**src/rtl/fdr_pkg.sv**
```systemverilog
package fdr_pkg;

  localparam logic [2:0] REG_CMD     = 3'd0;
  localparam logic [2:0] REG_LEN     = 3'd1;
  localparam logic [2:0] REG_DUMMY   = 3'd2;
  localparam logic [2:0] REG_BUF     = 3'd3;
  localparam logic [2:0] REG_START   = 3'd4;
  localparam logic [2:0] REG_STATUS  = 3'd5;
  localparam logic [2:0] REG_MASK    = 3'd6;
  localparam logic [2:0] REG_CONTROL = 3'd7;

  localparam logic [31:0] DUMMY_KEEP = 32'h0F1F_1F1F;
  localparam logic [31:0] BUF_KEEP   = 32'hFFFF_F03F;

  typedef enum logic [1:0] {
    ST_IDLE,
    ST_CMD,
    ST_DUMMY,
    ST_DATA
  } fdrState_t;

  typedef struct packed {
    logic loadCmd;
    logic shiftTx;
    logic sampleRx;
    logic clearRx;
  } fdrStrobe_t;

endpackage

```
**src/rtl/fdr_regs.sv**
```systemverilog
module fdr_regs
  import fdr_pkg::*;
#(
  parameter int LEN_W = 16
) (
  input  logic             clk,
  input  logic             rstN,
  input  logic             wrEn,
  input  logic [2:0]       addr,
  input  logic [31:0]      wrData,
  output logic [31:0]      rdData,
  input  logic             busy,
  input  logic             accept,
  input  logic             doneSet,
  output logic             startPend,
  output logic             rxReset,
  output logic [31:0]      cmdWord,
  output logic [LEN_W-1:0] lenWords,
  output logic [4:0]       dummyFast,
  output logic [19:0]      bufBase,
  output logic             irq
);

  logic [31:0] dummyReg;
  logic [31:0] bufReg;
  logic [31:0] maskReg;
  logic        doneBit;
  logic        unitBit;
  logic [15:0] statusVec;

  assign statusVec = {12'h000, doneBit, 3'b000};
  assign irq       = |(statusVec & maskReg[31:16]);
  assign dummyFast = dummyReg[4:0];
  assign bufBase   = bufReg[31:12];

  always_ff @(posedge clk or negedge rstN) begin
    if (!rstN) begin
      cmdWord   <= '0;
      lenWords  <= '0;
      dummyReg  <= '0;
      bufReg    <= '0;
      maskReg   <= '0;
      doneBit   <= 1'b0;
      unitBit   <= 1'b0;
      startPend <= 1'b0;
      rxReset   <= 1'b0;
    end else begin
      rxReset <= wrEn && (addr == REG_CONTROL) && wrData[5];
      if (accept || rxReset) startPend <= 1'b0;
      if (wrEn) begin
        case (addr)
          REG_CMD:     cmdWord  <= wrData;
          REG_LEN:     lenWords <= wrData[LEN_W-1:0];
          REG_DUMMY:   dummyReg <= wrData & DUMMY_KEEP;
          REG_BUF:     bufReg   <= wrData & BUF_KEEP;
          REG_START:   if (wrData[3] && !busy && !startPend) startPend <= 1'b1;
          REG_STATUS:  doneBit  <= doneBit & ~wrData[3];
          REG_MASK:    maskReg  <= wrData;
          REG_CONTROL: unitBit  <= wrData[3];
          default:     ;
        endcase
      end
      if (doneSet) doneBit <= 1'b1;
    end
  end

  always_comb begin
    case (addr)
      REG_CMD:     rdData = cmdWord;
      REG_LEN:     rdData = 32'(lenWords);
      REG_DUMMY:   rdData = dummyReg;
      REG_BUF:     rdData = bufReg;
      REG_START:   rdData = {28'h0, startPend, 3'b000};
      REG_STATUS:  rdData = {16'h0000, statusVec};
      REG_MASK:    rdData = maskReg;
      REG_CONTROL: rdData = {28'h0, unitBit, 3'b000};
      default:     rdData = '0;
    endcase
  end

  // completion flag only drops through a write-one to it
  p_done_sticky_r6: assert property (@(posedge clk) disable iff (!rstN)
    (doneBit && !(wrEn && addr == REG_STATUS && wrData[3])) |=> doneBit);

  // no start can be pending while a read runs
  p_start_busy_r7: assert property (@(posedge clk) disable iff (!rstN)
    busy |-> !startPend);

  // interrupt only with a status bit set
  p_irq_src_r8: assert property (@(posedge clk) disable iff (!rstN)
    irq |-> (statusVec != 16'h0000));

endmodule

```
**src/rtl/fdr_ctrl.sv**
```systemverilog
module fdr_ctrl
  import fdr_pkg::*;
#(
  parameter int HALF_DIV = 2,
  parameter int LEN_W    = 16
) (
  input  logic             clk,
  input  logic             rstN,
  input  logic             startPend,
  input  logic             rxReset,
  input  logic [LEN_W-1:0] lenWords,
  input  logic [4:0]       dummyFast,
  output logic             accept,
  output logic             busy,
  output logic             doneSet,
  output logic             csN,
  output logic             sclk,
  output fdrStrobe_t       strobe
);

  localparam int CNT_W   = (2 * HALF_DIV > 2) ? $clog2(2 * HALF_DIV) : 1;
  localparam int DBITS_W = LEN_W + 5;
  localparam logic [CNT_W-1:0] MID_CNT = CNT_W'(HALF_DIV - 1);
  localparam logic [CNT_W-1:0] END_CNT = CNT_W'(2 * HALF_DIV - 1);

  fdrState_t          state;
  logic [CNT_W-1:0]   phaseCnt;
  logic [DBITS_W-1:0] bitCnt;
  logic               midEdge;
  logic               endEdge;
  logic               lastBit;

  assign busy    = (state != ST_IDLE);
  assign midEdge = busy && (phaseCnt == MID_CNT);
  assign endEdge = busy && (phaseCnt == END_CNT);
  assign accept  = (state == ST_IDLE) && startPend && !rxReset;

  always_comb begin
    case (state)
      ST_CMD:   lastBit = (bitCnt == DBITS_W'(31));
      ST_DUMMY: lastBit = (bitCnt == DBITS_W'(dummyFast) - DBITS_W'(1));
      ST_DATA:  lastBit = (bitCnt == {lenWords, 5'h1f});
      default:  lastBit = 1'b0;
    endcase
  end

  assign strobe.loadCmd  = accept;
  assign strobe.shiftTx  = endEdge && (state == ST_CMD);
  assign strobe.sampleRx = midEdge && (state == ST_DATA) && !rxReset;
  assign strobe.clearRx  = accept || rxReset;
  assign doneSet         = endEdge && (state == ST_DATA) && lastBit && !rxReset;

  always_ff @(posedge clk or negedge rstN) begin
    if (!rstN) begin
      state    <= ST_IDLE;
      csN      <= 1'b1;
      sclk     <= 1'b0;
      phaseCnt <= '0;
      bitCnt   <= '0;
    end else if (rxReset) begin
      state    <= ST_IDLE;
      csN      <= 1'b1;
      sclk     <= 1'b0;
      phaseCnt <= '0;
      bitCnt   <= '0;
    end else if (state == ST_IDLE) begin
      if (accept) begin
        state    <= ST_CMD;
        csN      <= 1'b0;
        phaseCnt <= '0;
        bitCnt   <= '0;
      end
    end else begin
      phaseCnt <= endEdge ? '0 : phaseCnt + 1'b1;
      if (midEdge) sclk <= 1'b1;
      if (endEdge) begin
        sclk <= 1'b0;
        if (lastBit) begin
          bitCnt <= '0;
          case (state)
            ST_CMD:   state <= (dummyFast == 5'd0) ? ST_DATA : ST_DUMMY;
            ST_DUMMY: state <= ST_DATA;
            ST_DATA: begin
              state <= ST_IDLE;
              csN   <= 1'b1;
            end
            default:  state <= ST_IDLE;
          endcase
        end else begin
          bitCnt <= bitCnt + 1'b1;
        end
      end
    end
  end

  // clock stays idle while the flash is deselected
  p_sclk_idle_r2: assert property (@(posedge clk) disable iff (!rstN)
    csN |-> !sclk);

  // completion coincides with releasing the flash
  p_done_release_r6: assert property (@(posedge clk) disable iff (!rstN)
    doneSet |=> (csN && !busy));

  // a receive reset ends any frame at once
  p_abort_idle_r9: assert property (@(posedge clk) disable iff (!rstN)
    rxReset |=> (csN && !busy));

endmodule

```
**src/rtl/fdr_datapath.sv**
```systemverilog
module fdr_datapath
  import fdr_pkg::*;
#(
  parameter int LEN_W = 16
) (
  input  logic        clk,
  input  logic        rstN,
  input  fdrStrobe_t  strobe,
  input  logic [31:0] cmdWord,
  input  logic [19:0] bufBase,
  input  logic        miso,
  output logic        mosi,
  output logic        memWrEn,
  output logic [31:0] memWrAddr,
  output logic [31:0] memWrData
);

  logic [31:0]      txShift;
  logic [6:0]       rxShift;
  logic [2:0]       bitIdx;
  logic [1:0]       byteIdx;
  logic [23:0]      wordBuf;
  logic [LEN_W-1:0] wordIdx;
  logic [7:0]       newByte;

  assign mosi    = txShift[31];
  assign newByte = {rxShift, miso};

  always_ff @(posedge clk or negedge rstN) begin
    if (!rstN) begin
      txShift <= '0;
    end else if (strobe.loadCmd) begin
      txShift <= {cmdWord[7:0], cmdWord[31:8]};
    end else if (strobe.shiftTx) begin
      txShift <= {txShift[30:0], 1'b0};
    end
  end

  always_ff @(posedge clk or negedge rstN) begin
    if (!rstN) begin
      rxShift   <= '0;
      bitIdx    <= '0;
      byteIdx   <= '0;
      wordBuf   <= '0;
      wordIdx   <= '0;
      memWrEn   <= 1'b0;
      memWrAddr <= '0;
      memWrData <= '0;
    end else begin
      memWrEn <= 1'b0;
      if (strobe.clearRx) begin
        bitIdx  <= '0;
        byteIdx <= '0;
        wordIdx <= '0;
      end else if (strobe.sampleRx) begin
        rxShift <= newByte[6:0];
        bitIdx  <= bitIdx + 1'b1;
        if (bitIdx == 3'd7) begin
          byteIdx <= byteIdx + 1'b1;
          case (byteIdx)
            2'd0: wordBuf[7:0]   <= newByte;
            2'd1: wordBuf[15:8]  <= newByte;
            2'd2: wordBuf[23:16] <= newByte;
            default: begin
              memWrEn   <= 1'b1;
              memWrData <= {newByte, wordBuf};
              memWrAddr <= {bufBase, 12'h000} + 32'({wordIdx, 2'b00});
              wordIdx   <= wordIdx + 1'b1;
            end
          endcase
        end
      end
    end
  end

  // every word write follows a sampled data bit
  p_wr_after_sample_r4: assert property (@(posedge clk) disable iff (!rstN)
    memWrEn |-> $past(strobe.sampleRx));

  // word writes are single-cycle strobes
  p_wr_pulse_r4: assert property (@(posedge clk) disable iff (!rstN)
    memWrEn |=> !memWrEn);

  // a reset of the receive logic suppresses the pending write
  p_clear_no_write_r9: assert property (@(posedge clk) disable iff (!rstN)
    strobe.clearRx |=> !memWrEn);

endmodule

```
**src/rtl/flash_dma_reader.sv**
```systemverilog
module flash_dma_reader
  import fdr_pkg::*;
#(
  parameter int HALF_DIV = 2,
  parameter int LEN_W    = 16
) (
  input  logic        clk,
  input  logic        rstN,
  input  logic        regWrEn,
  input  logic [2:0]  regAddr,
  input  logic [31:0] regWrData,
  output logic [31:0] regRdData,
  output logic        spiCsN,
  output logic        spiSclk,
  output logic        spiMosi,
  input  logic        spiMiso,
  output logic        memWrEn,
  output logic [31:0] memWrAddr,
  output logic [31:0] memWrData,
  output logic        irq
);

  logic             busy;
  logic             accept;
  logic             doneSet;
  logic             startPend;
  logic             rxReset;
  logic [31:0]      cmdWord;
  logic [LEN_W-1:0] lenWords;
  logic [4:0]       dummyFast;
  logic [19:0]      bufBase;
  fdrStrobe_t       strobe;

  fdr_regs #(.LEN_W(LEN_W)) uRegs (
    .clk       (clk),
    .rstN      (rstN),
    .wrEn      (regWrEn),
    .addr      (regAddr),
    .wrData    (regWrData),
    .rdData    (regRdData),
    .busy      (busy),
    .accept    (accept),
    .doneSet   (doneSet),
    .startPend (startPend),
    .rxReset   (rxReset),
    .cmdWord   (cmdWord),
    .lenWords  (lenWords),
    .dummyFast (dummyFast),
    .bufBase   (bufBase),
    .irq       (irq)
  );

  fdr_ctrl #(.HALF_DIV(HALF_DIV), .LEN_W(LEN_W)) uCtrl (
    .clk       (clk),
    .rstN      (rstN),
    .startPend (startPend),
    .rxReset   (rxReset),
    .lenWords  (lenWords),
    .dummyFast (dummyFast),
    .accept    (accept),
    .busy      (busy),
    .doneSet   (doneSet),
    .csN       (spiCsN),
    .sclk      (spiSclk),
    .strobe    (strobe)
  );

  fdr_datapath #(.LEN_W(LEN_W)) uData (
    .clk       (clk),
    .rstN      (rstN),
    .strobe    (strobe),
    .cmdWord   (cmdWord),
    .bufBase   (bufBase),
    .miso      (spiMiso),
    .mosi      (spiMosi),
    .memWrEn   (memWrEn),
    .memWrAddr (memWrAddr),
    .memWrData (memWrData)
  );

endmodule

```
**config.mk**
```make
export PLATFORM = sky130hd
export DESIGN_NAME = flash_dma_reader
export DESIGN_NICKNAME = d
export VERILOG_FILES = /design/src/rtl/fdr_pkg.sv /design/src/rtl/fdr_regs.sv /design/src/rtl/fdr_ctrl.sv /design/src/rtl/fdr_datapath.sv /design/src/rtl/flash_dma_reader.sv
export SDC_FILE = /design/constraint.sdc
export NUM_CORES = 1
export LEC_CHECK = 0
export BUFFER_PORTS_ARGS = -buffer_cell sky130_fd_sc_hd__buf_2
export CELL_PAD_IN_SITES_DETAIL_PLACEMENT = 0
export CELL_PAD_IN_SITES_GLOBAL_PLACEMENT = 1
export CORE_MARGIN = 2
export CORE_UTILIZATION = 43
export CTS_CLUSTER_SIZE = 14
export DETAILED_ROUTE_END_ITERATION = 16
export GPL_TIMING_DRIVEN = 0
export PLACE_DENSITY = 0.78
export SYNTH_ARGS = -nofsm -noshare
export SYNTH_HDL_FRONTEND = slang
export SYNTH_SLANG_ARGS = --single-unit
```
**constraint.sdc**
```tcl
create_clock -name clk -period 2.58 [get_ports clk]
set_input_delay 0.129 -clock clk [delete_from_list [all_inputs] [get_ports clk]]
set_output_delay 0.129 -clock clk [all_outputs]
set_load 0.01 [all_outputs]
```
==> results of run 1 <==
## final timing paths
| path | slack (ns) | end |
|---|---|---|
| min in group asynchronous | 0.14 | uData.memWrData[16]$_DFFE_PN0P_ |
| min reg2reg | 0.46 | uData.memWrData[6]$_DFFE_PN0P_ |
| max reg2reg | -0.09 | uCtrl.bitCnt[14]$_DFFE_PN0P_ |
| min | 0.12 | uRegs.rxReset$_DFF_PN0_ |
| max in group asynchronous | 0.90 | uCtrl.bitCnt[16]$_DFFE_PN0P_ |
| max | -0.09 | uCtrl.bitCnt[14]$_DFFE_PN0P_ |
## registers in the layout, indices dropped and copies added (netlist names), 2 cells and up
| signal | flops |
|---|---|
| uData.wordBuf | 24 |
| uData.bitIdx | 3 |
| uCtrl.bitCnt | 21 |
| uData.memWrData | 32 |
| uRegs.lenWords | 16 |
| uCtrl.state | 2 |
| uData.txShift | 32 |
| uData.memWrAddr | 30 |
| uRegs.maskReg | 32 |
| uRegs.cmdWord | 32 |
| uRegs.bufReg | 26 |
| uData.byteIdx | 2 |
| uCtrl.phaseCnt | 2 |
| uRegs.dummyReg | 19 |
| uData.wordIdx | 16 |
| uData.rxShift | 7 |
## synthesized netlist by cell type, types with 2 or more instances
| library cell | n | area, um2 |
|---|---|---|
| mux2i_1 | 35 | 350 |
| o22ai_1 | 6 | 37.5 |
| buf_2 | 2 | 10.0 |
| o31ai_1 | 8 | 60.1 |
| buf_4 | 2 | 15.0 |
| and4_1 | 4 | 35.0 |
| nor3_1 | 12 | 60.1 |
| a21oi_1 | 34 | 170 |
| or4_1 | 6 | 45.0 |
| and3_1 | 17 | 106 |
| o21a_1 | 16 | 120 |
| nand2_1 | 254 | 953 |
| dfrtp_1 | 302 | 7560 |
| ha_1 | 22 | 275 |
| a211oi_1 | 5 | 37.5 |
| mux2_2 | 148 | 1670 |
| nand4_1 | 7 | 43.8 |
| o211ai_1 | 7 | 52.6 |
| o32a_1 | 2 | 20.0 |
| a21o_1 | 2 | 15.0 |
| and2_1 | 2 | 12.5 |
| o21ai_0 | 102 | 510 |
| nor3b_1 | 2 | 15.0 |
| nor4_1 | 4 | 25.0 |
| buf_6 | 6 | 67.6 |
| mux4_2 | 3 | 67.6 |
| xor2_1 | 27 | 236 |
| xnor2_1 | 20 | 175 |
| nand2b_1 | 5 | 31.3 |
| clkbuf_1 | 55 | 206 |
| a22oi_1 | 23 | 173 |
| or2_2 | 3 | 18.8 |
| nor4bb_1 | 3 | 30.0 |
| clkbuf_2 | 3 | 15.0 |
| nand3_1 | 38 | 190 |
| a22o_1 | 3 | 26.3 |
| nor2_1 | 76 | 285 |
| o2111ai_1 | 4 | 35.0 |
| a31oi_1 | 11 | 68.8 |
| nor2b_1 | 5 | 31.3 |
| inv_1 | 34 | 128 |
| buf_1 | 13 | 48.8 |
## final cells by class
| cell class | instances | share of cell area, % |
|---|---|---|
| Clock buffer | 51 | 5.78 |
| Inverter | 35 | 0.760 |
| Buffer | 81 | 2.41 |
| Clock inverter | 8 | 0.618 |
| Sequential cell | 303 | 43.1 |
| Antenna cell | 3 | 0.0426 |
| Multi-Input combinational cell | 948 | 36.9 |
| Timing Repair Buffer | 191 | 7.20 |
| Tap cell | 448 | 3.18 |
## cells by family (layout without fill, tap and decap cells)
kind of cell	Yosys count	count (layout)	share of synthesized area [%]
AOI/OAI and AO/OA	238	238	10.5
xor gates and xnor gates	47	47	2.85
adders and majority gates	23	23	2.05
buffers and inverters	116	366	3.43
DFF	303	303	52.6
muxes	188	188	14.7
other	1	5	0.0260
and+or+nand+nor	450	450	13.9
## power groups by stage
stage	Sequential, W	Combinational, W	Clock, W
detailed placement	0.00617	0.00258	0
floorplan	0.00592	0.00189	0
finish	0.00611	0.00282	0.00488
CTS	0.00609	0.00273	0.00498
global placement	0.00613	0.00251	0
global route	0.00619	0.00311	0.00520
## layer usage
metal | global-route usage, % | share of wire (%) | vias to the layer above
met4 | 9.00 | 3.9 | 0
met3 | 3.60 | 4.8 | 88
met2 | 35.6 | 46 | 306
met5 | 0 | 0 | -
met1 | 30.4 | 46 | 5504
li1 | - | - | 5203
## critical path: cells and delay by family, from the launching register on
kind / cells / cell delay [ns]
adder cells (fa/ha/maj): 1 / 0.21
flip-flops: 1 / 0.42
buffers and inverters: 5 / 0.69
AO/OA/AOI/OAI: 3 / 0.83
AND/OR/NAND/NOR: 3 / 0.26
XOR/XNOR: 1 / 0.16
## what timing repair did
| item | in CTS | in global routing |
|---|---|---|
| hold buffers | 35 | 0 |
| setup buffers | 15 | 5 |
| resized for setup | 30 | 30 |
| cloned | 0 | 1 |
| setup endpoints to repair | 134 | 115 |
| pin swaps | 9 | 8 |
| hold endpoints to repair | 192 | 0 |
## per-stage QoR
step / cell area, um2 / TNS [ns] / hold WS [ns]
after floorplan: 14500 / -0.0207 / -0.167
after global placement: 15700 / -1380.20 / 0.392
after detailed placement: 15800 / -51.25 / 0.0955
after CTS: 17500 / -0.825 / 0.0849
after global routing: 17600 / -5.12 / 0.150
final: 17600 / -1.19 / 0.115
==> flow_summary.json, run 1 <==
{
  "place.gp.congestion": 0.853,
  "core_area_um2": 33300,
  "swShare_pct": 29.4,
  "place_ws_ns": -0.863,
  "hold_violations": 0,
  "power.density_nw_per_um2": 784,
  "worst_hold_startpoint": "regAddr[2]",
  "rsz0062_at_grt": "true",
  "cp_cell_sequence": "ha_2 -> buf_8 -> buf_8 -> buf_4 -> nand2_1 -> xor2_1 -> nand4_1 -> a221oi_2 -> o2111ai_4 -> a21oi_4 -> buf_12 -> clkbuf_16 -> nor2_1",
  "violations": "setup timing",
  "grt_first_pass_wirelength_um": 61900,
  "slew_violations": 0,
  "critPathLaunchType": "register",
  "p_switching_w": 0.00406,
  "track_usage_pct": 22.3,
  "ys_ff_latch": 303,
  "dr.pass1.iters": 5,
  "r2r_cells": 13,
  "io_pins": 140,
  "maxSlewHeadroom_pct": 44.5,
  "fin_ws_ns": -0.0948,
  "worstSkewPairLatency_ns": 0.52,
  "synth_cell_types": 75,
  "cts_max_path_buffers": 3,
  "critical_path_arrival_ns": 3.08,
  "hold_depth": 3,
  "clockRootBuffer": "clkbuf_16",
  "ff_latch_area_um2": 7590,
  "final_cell_mix": "dfrtp_1, nand2_1, mux2_2, buf_2, o21ai_0",
  "critPathLaunch": "uCtrl.state[0]$_DFFE_PN0P_",
  "grt-ovfl-total": 0,
  "pwr-share-clk_pct": 35.3,
  "cts_tree": "built",
  "wl_um": 39000,
  "finalSetupViolCount": 17,
  "path_clk_slew_ns": 0.06,
  "fin_nets": 1657,
  "async_flop_share_pct": 100,
  "crit_fanout": 8,
  "vias": 11100,
  "reg2reg_from": "uCtrl.state[0]$_DFFE_PN0P_",
  "final_common_cell": "dfrtp_1",
  "period_minus_slack_ns": 2.67,
  "cap_violations": 0,
  "viasPerCell": 5.37,
  "p_int_w": 0.00975,
  "fin_crit_sh_pct": 104,
  "die_area_um2": 35000,
  "wl_per_cell_um": 18.9,
  "synth_edf_count": 0,
  "p_comb_share_pct": 20.4,
  "path_common_cell": "buf_8",
  "clkSinkCount": 303,
  "die_h_um": 187,
  "synth-seq-area-share_pct": 52.6,
  "holdCritPathClass": "in -> reg",
  "skew_ns": 0.0200,
  "drc": 0,
  "dp_hpwl_um": 27500,
  "synth_flop_cell": "dfrtp_1",
  "utilization_pct": 52.9,
  "syn2layout_area_growth_pct": 22.0,
  "power_w": 0.0138,
  "pwr-share-seq_pct": 44.2,
  "final_cells": 2068,
  "fill_cells": 3033,
  "multiInputGateArea_um2": 6500,
  "die_w_um": 187,
  "grt_pass1_vias": 11200,
  "placed_cells_incl_taps": 1950,
  "ant_nets": 0,
  "start_util_pct": 43.4,
  "layout-drive-gt1-share_pct": 26.8,
  "leakage_nw": 8.46,
  "worstMarginPinSlew_ns": 0.833,
  "critPathSlowestCell": "dfrtp_1",
  "slowest_delay_ns": 0.42,
  "irDropWorstVdd_uv": 500,
  "rows": 67,
  "ys_warn_count": 0,
  "outcome": "complete, but fails checks",
  "syn_inst": 1366,
  "numCtsBuffers": 35,
  "fmax_mhz": 374,
  "worstSetupPathType": "reg -> reg",
  "h-tree-depth": 2,
  "syn_avg_cell_area_um2": 10.6,
  "initialDrtViolationCount": 678,
  "antenna_found_initial": 3,
  "cp-end-kind": "register",
  "port_buffers": 133,
  "grt_max_degree": 124,
  "synth_area_um2": 14400,
  "worstPathRequired_ns": 2.99
}
Note: power is estimated with default switching activity, not from simulation.
==> inputs of run 2 (changes only) <==
Settings changed: SETUP_SLACK_MARGIN set to 0.1, SLEW_MARGIN set to 5.
==> run 2 against run 1 <==
Effect of this change:
- the flow still finishes with violations (setup timing)
- worst hold slack worse by 0.059 ns
- wire length up 0.35%
- worst setup slack better by 0.057 ns
- register-to-register slack better by 0.06 ns
- core utilization up 0.58 points
- clock skew down 0.0052 ns
- critical path depth down 3
- highest routed layer is now met5
==> flow_summary.json, run 2 (same netlist as run 1, synthesis figures left out) <==
{
  "dr.pass1.iters": 5,
  "grt-ovfl-total": 0,
  "power.density_nw_per_um2": 790,
  "numCtsBuffers": 35,
  "hold_violations": 0,
  "critPathTopFamily": "compound AO/OA/AOI/OAI gates",
  "r2r_slack_ns": -0.04,
  "cp-end-kind": "register",
  "final_cells": 2076,
  "place.gp.congestion": 0.850,
  "endpoint": "uCtrl.bitCnt[14]$_DFFE_PN0P_",
  "period_minus_slack_ns": 2.62,
  "rsz0062_at_grt": "true",
  "vias": 11200,
  "r2r_cells": 10,
  "cp.depth": 10,
  "die_area_um2": 35000,
  "worstSetupPathType": "reg -> reg",
  "critPathSlowestCell": "or4_4",
  "fmax_mhz": 382,
  "worstSkewPairLatency_ns": 0.52,
  "fin_crit_sh_pct": 101,
  "rows": 67,
  "slowest_delay_ns": 0.60,
  "ant_nets": 0,
  "wl_um": 39100,
  "syn2layout_area_growth_pct": 23.4,
  "critPathLaunchType": "register",
  "finalSetupViolCount": 16,
  "final_common_cell": "dfrtp_1",
  "outcome": "complete, but fails checks",
  "critical_path_arrival_ns": 3.03,
  "reg2reg_from": "uRegs.dummyReg[0]$_DFFE_PN0P_",
  "cts_max_path_buffers": 3,
  "worstReg2RegEnd": "uCtrl.bitCnt[14]$_DFFE_PN0P_",
  "utilization_pct": 53.5,
  "drc": 0,
  "dp_hpwl_um": 27100,
  "antenna_found_initial": 2,
  "leakage_nw": 8.56,
  "initialDrtViolationCount": 756,
  "worstPathRequired_ns": 2.99,
  "fill_cells": 3024,
  "holdCritPathClass": "in -> reg",
  "skew_ns": 0.0148,
  "layout-drive-gt1-share_pct": 28.6,
  "core_area_um2": 33300,
  "worstMarginPinSlew_ns": 0.797,
  "ff_latch_area_um2": 7590,
  "die_w_um": 187,
  "h-tree-depth": 2,
  "die_h_um": 187,
  "violations": "setup timing",
  "cts_tree": "built",
  "clkSinkCount": 303,
  "cap_violations": 0,
  "maxSlewHeadroom_pct": 46.9,
  "port_buffers": 133,
  "track_usage_pct": 22.3,
  "wl_per_cell_um": 18.8,
  "start_util_pct": 43.4,
  "final_cell_mix": "dfrtp_1, nand2_1, mux2_2, buf_2, o21ai_0",
  "critPathLaunch": "uRegs.dummyReg[0]$_DFFE_PN0P_",
  "hold_depth": 3,
  "path_clk_slew_ns": 0.06,
  "grt_max_degree": 95,
  "grt_pass1_vias": 11200,
  "viasPerCell": 5.39,
  "multiInputGateArea_um2": 6580,
  "irDropWorstVdd_uv": 453,
  "slew_violations": 0,
  "place_ws_ns": -0.693,
  "cp_cell_sequence": "clkbuf_8 -> or4_4 -> nor2_8 -> a211oi_4 -> a2111oi_4 -> o2111ai_4 -> a21oi_4 -> buf_12 -> clkbuf_16 -> nor2_1",
  "crit_fanout": 5,
  "fin_ws_ns": -0.0376,
  "clockRootBuffer": "clkbuf_16",
  "crit_buf_inv": 3,
  "fin_nets": 1663,
  "io_pins": 140,
  "grt_first_pass_wirelength_um": 62200,
  "placed_cells_incl_taps": 1951
}
-- run 2: cell types whose count changed in the layout (fill, tap and decap cells not counted), sizes merged --
cell | previous run | this run
clkbuf | 114 | 107
diode | 3 | 1
inv | 35 | 37
clkinvlp | 0 | 1
buf | 174 | 184
clkinv | 6 | 10
-- run 2: routing by layer --
metal / part of all wire, % / GRT usage, % / routed length [um]
met1: 46 / 30.9 / 17900
met2: 47 / 36.3 / 18500
met3: 4.8 / 3.64 / 1870
met4: 2.2 / 6.84 / 851
met5: 0.041 / 0 / 16
-- run 2: worst min path at each step --
stage                       startpoint                         endpoint
after floorplan                   rstN      uCtrl.bitCnt[0]$_DFFE_PN0P_
after global placement    regWrData[6]    uRegs.lenWords[6]$_DFFE_PN0P_
after CTS                   regAddr[2]          uRegs.rxReset$_DFF_PN0_
final                       regAddr[2]          uRegs.rxReset$_DFF_PN0_
after detailed placement          rstN  uData.memWrAddr[25]$_DFFE_PN0P_
after global routing        regAddr[2]          uRegs.rxReset$_DFF_PN0_
-- run 2: report_power, final --
| group | internal (W) | switching [W] | leakage (nW) |
|---|---|---|---|
| clock network | 0.00299 | 0.00201 | 0.584 |
| logic | 0.00144 | 0.00151 | 4.05 |
| registers | 0.00545 | 0.000660 | 3.93 |
| total | 0.00988 | 0.00418 | 8.56 |
-- run 2: what timing repair did --
action | in CTS | in global routing
buffers inserted | 19 | 6
gates resized for setup | 48 | 36
hold buffers | 35 | 0
cloned | 0 | 2
endpoints found under the hold margin | 281 | 0
endpoints found under the setup margin | 142 | 118
pin swaps | 19 | 17
-- run 2: cell type report --
class,count,area share (%)
tap,448,3.15
timing repair buffer,198,7.59
antenna,1,0.0141
clock inverter,15,0.801
clock buffer,48,5.76
multi-input combinational,948,36.9
buffer,80,2.38
sequential,303,42.6
inverter,35,0.752
-- run 2: worst register-to-register path: stages (launching register included) --
cell and delay (ns):
dfrtp_1 0.37, clkbuf_8 0.15, or4_4 0.60, nor2_8 0.17, a211oi_4 0.09, a2111oi_4 0.38
o2111ai_4 0.20, a21oi_4 0.24, buf_12 0.15, clkbuf_16 0.14, nor2_1 0.04
-- run 2: stage by stage --
step	hold WS (ns)	cell area (um2)	TNS (ns)	total power, W
6_report	0.0557	17800	-0.361	0.0141
3_3_place_gp	0.376	15700	-1362.37	0.00865
5_1_grt	0.0573	17800	-3.14	0.0148
3_5_place_dp	0.0710	15800	-39.92	0.00875
2_1_floorplan	-0.167	14500	-0.0181	0.00781
4_1_cts	0.120	17700	-0.345	0.0141
==> inputs of run 3 (changes only) <==
--- a/config.mk
+++ b/config.mk
@@ -6,13 +6,13 @@
 export NUM_CORES = 1
 export LEC_CHECK = 0
+export ABC_AREA = 1
 export BUFFER_PORTS_ARGS = -buffer_cell sky130_fd_sc_hd__buf_2
 export CELL_PAD_IN_SITES_DETAIL_PLACEMENT = 0
 export CELL_PAD_IN_SITES_GLOBAL_PLACEMENT = 1
 export CORE_MARGIN = 2
-export CORE_UTILIZATION = 43
+export CORE_UTILIZATION = 40
 export CTS_CLUSTER_SIZE = 14
 export DETAILED_ROUTE_END_ITERATION = 16
-export GPL_TIMING_DRIVEN = 0
-export PLACE_DENSITY = 0.78
+export PLACE_DENSITY = 0.77
 export SETUP_SLACK_MARGIN = 0.1
 export SLEW_MARGIN = 5
==> constraint.sdc (replaced) <==
create_clock -name clk -period 2.58 [get_ports clk]
set_input_delay 0.129 -clock clk [delete_from_list [all_inputs] [get_ports clk]]
set_output_delay 0.129 -clock clk [all_outputs]
set_load 0.05 [all_outputs]
==> run 3 against run 2 <==
Effect of this change:
- the run now ends clean
- highest routed layer is now met4
- critical path depth is 3 higher
- first-iteration DRC count is 7.3% higher
- flip-flop and latch count stayed put
- largest cell class unchanged
==> flow_summary.json, run 3 <==
{
  "outcome": "completed",
  "period_minus_slack_ns": 2.27,
  "drc": 0,
  "yosys-top-cells-area": "dfrtp_1, nand2_1, o21ai_0",
  "finalSetupViolCount": 0,
  "syn_inst": 1701,
  "initialDrtViolationCount": 811,
  "path_clk_slew_ns": 0.06,
  "die_area_um2": 36600,
  "path_common_cell": "nand2_1",
  "hold_depth": 3,
  "synth_area_um2": 14000,
  "worstReg2RegEnd": "uData.memWrAddr[24]$_DFFE_PN0P_",
  "port_buffers": 137,
  "cts_max_path_buffers": 3,
  "wl_um": 38000,
  "hold_end": "uRegs.dummyReg[0]$_DFFE_PN0P_",
  "track_usage_pct": 21.2,
  "slew_violations": 0,
  "cap_violations": 0,
  "place.gp.congestion": 0.892,
  "final.setup.tns_ns": 0,
  "ys_warn_count": 0,
  "layout-drive-gt1-share_pct": 13.9,
  "start_util_pct": 40.6,
  "antenna_found_initial": 0,
  "synth_flop_cell": "dfrtp_1",
  "cts_tree": "built",
  "worstSetupPathType": "reg -> reg",
  "p_comb_share_pct": 20.8,
  "synth_most_common_cell": "nand2_1",
  "r2r_slack_ns": 0.31,
  "r2r_cells": 13,
  "reg2reg_from": "uRegs.bufReg[12]$_DFFE_PN0P_",
  "synth_top_area_share_pct": 53.9,
  "critPathLaunchType": "register",
  "rsz0062_at_grt": "true",
  "synth_edf_count": 0,
  "power.density_nw_per_um2": 822,
  "grt_pass1_vias": 11200,
  "ys_ff_latch": 303,
  "pwr-share-seq_pct": 43.6,
  "clockRootBuffer": "clkbuf_16",
  "synth_top_family_by_area": "simple AND/OR/NAND/NOR gates",
  "slowest_delay_ns": 0.40,
  "grt_first_pass_wirelength_um": 61600,
  "synthAdderAreaFrac_pct": 2.10,
  "utilization_pct": 48.6,
  "io_pins": 140,
  "finish.instance_area_um2": 16800,
  "die_w_um": 191,
  "holdCritPathClass": "in -> reg",
  "wl_per_cell_um": 16.2,
  "fin_nets": 1931,
  "die_h_um": 191,
  "p_switching_w": 0.00444,
  "swShare_pct": 32.1,
  "leakage_nw": 8.45,
  "ff_latch_area_um2": 7580,
  "cp_cell_sequence": "ha_1 -> inv_1 -> fa_1 -> nand3b_1 -> nand2_1 -> nand2_1 -> nand2_1 -> a21oi_2 -> nor3_2 -> inv_1 -> nor2_1 -> o21ai_0 -> o21ai_0",
  "worstSkewPairLatency_ns": 0.52,
  "async_flop_share_pct": 100,
  "numCtsBuffers": 35,
  "worstPathRequired_ns": 3.01,
  "synth-seq-area-share_pct": 54.0,
  "synth_xor_area_share_pct": 1.37,
  "dr.pass1.iters": 6,
  "dp_hpwl_um": 26500,
  "synth_compound_area_share_pct": 13.5,
  "placed_area_um2": 15300,
  "worstMarginPinSlew_ns": 0.596,
  "ant_nets": 0,
  "syn_avg_cell_area_um2": 8.25,
  "grt-ovfl-total": 0,
  "synth_mux_area_share_pct": 0,
  "skew_ns": 0.0179,
  "critPathSlowestCell": "fa_1",
  "core_area_um2": 34500,
  "synth_cell_types": 48,
  "critical_path_arrival_ns": 2.70,
  "cp-end-kind": "register",
  "h-tree-depth": 2,
  "grt_max_degree": 67,
  "viasPerCell": 5.05,
  "antenna_cells": 0,
  "clkSinkCount": 303,
  "placed_cells_incl_taps": 2253,
  "vias": 11800,
  "rows": 68,
  "pwr-share-clk_pct": 35.6,
  "irDropWorstVdd_uv": 570,
  "multiInputGateArea_um2": 5550,
  "hold_violations": 0,
  "synthSimpleGateAreaFrac_pct": 22.2,
  "final_common_cell": "nand2_1",
  "worst_hold_startpoint": "regWrData[0]",
  "syn2layout_area_growth_pct": 19.7,
  "fin_crit_sh_pct": 87.9,
  "p_int_w": 0.00937,
  "synth.largest_area_cell": "dfrtp_1",
  "crit_fanout": 5,
  "fill_cells": 3400,
  "fmax_mhz": 441,
  "final_cell_mix": "nand2_1, dfrtp_1, o21ai_0, inv_1, buf_2",
  "final_cells": 2348,
  "maxSlewHeadroom_pct": 60.3,
  "synth_commonest_cells": "nand2_1, dfrtp_1, o21ai_0, inv_1, nor2_1"
}
-- run 3: final cells by class --
cell class	instances	share of cell area [%]
Clock buffer	49	6.00
Timing Repair Buffer	205	7.91
Clock inverter	12	0.812
Tap cell	455	3.39
Sequential cell	303	45.1
Multi-Input combinational cell	1159	33.0
Inverter	165	3.73
-- run 3: worst max path at each step --
stage / start / to / slack [ns] / depth (start not counted)
CTS: uCtrl.state[0]$_DFFE_PN0P_ / uCtrl.bitCnt[7]$_DFFE_PN0P_ / 0.18 / 16
detailed placement: uCtrl.state[0]$_DFFE_PN0P_ / uCtrl.bitCnt[7]$_DFFE_PN0P_ / 0.19 / 16
global placement: uData.wordIdx[10]$_DFFE_PN0P_ / uData.memWrAddr[24]$_DFFE_PN0P_ / 0.29 / 13
finish: uRegs.bufReg[12]$_DFFE_PN0P_ / uData.memWrAddr[24]$_DFFE_PN0P_ / 0.31 / 13
global route: uData.wordIdx[10]$_DFFE_PN0P_ / uData.memWrAddr[24]$_DFFE_PN0P_ / 0.08 / 13
floorplan: uRegs.bufReg[12]$_DFFE_PN0P_ / uData.memWrAddr[24]$_DFFE_PN0P_ / 0.53 / 13
-- run 3: metrics by stage --
| step | setup slack (ns) | hold slack, ns | total power (W) |
|---|---|---|---|
| floorplan | 0.528 | -0.167 | 0.00798 |
| global placement | 0.290 | 0.101 | 0.00881 |
| detailed placement | 0.190 | 0.0957 | 0.00888 |
| CTS | 0.178 | 0.0132 | 0.0139 |
| global route | 0.0828 | 0.0450 | 0.0146 |
| finish | 0.312 | 0.0179 | 0.0138 |
-- run 3: metal layers --
metal	global-route usage, %	share of wire (%)	up-vias
met4	5.92	2.1	0
met3	2.81	5.1	48
met5	0	0	-
li1	-	-	5831
met1	31.7	49	5692
met2	32.2	44	278
-- run 3: worst max-delay path, delay by kind of cell (launching register included) --
| family | cells | cell delay, ns |
|---|---|---|
| fa+ha+maj | 2 | 0.58 |
| compound gates | 3 | 0.32 |
| simple gates | 6 | 0.77 |
| flops | 1 | 0.38 |
| buf+inv | 2 | 0.13 |
-- run 3: timing repair --
| item | in CTS | in global routing |
|---|---|---|
| buffers inserted | 0 | 0 |
| endpoints found under the setup margin | 0 | 30 |
| hold buffers | 34 | 0 |
| resized for setup | 0 | 12 |
| hold endpoints to repair | 256 | 0 |
-- run 3: logic make-up after synthesis --
kind of cell / Yosys count
XOR/XNOR: 22
flip-flops: 303
other: 1
adder cells (fa/ha/maj): 23
AO/OA/AOI/OAI: 355
AND/OR/NAND/NOR: 757
buffers and inverters: 240
-- run 3: power groups by stage --
stage	sequential, W	clock, W	combinational (W)
2_1_floorplan	0.00600	0	0.00198
3_3_place_gp	0.00608	0	0.00273
3_5_place_dp	0.00610	0	0.00278
4_1_cts	0.00602	0.00502	0.00285
5_1_grt	0.00612	0.00523	0.00329
6_report	0.00603	0.00491	0.00287
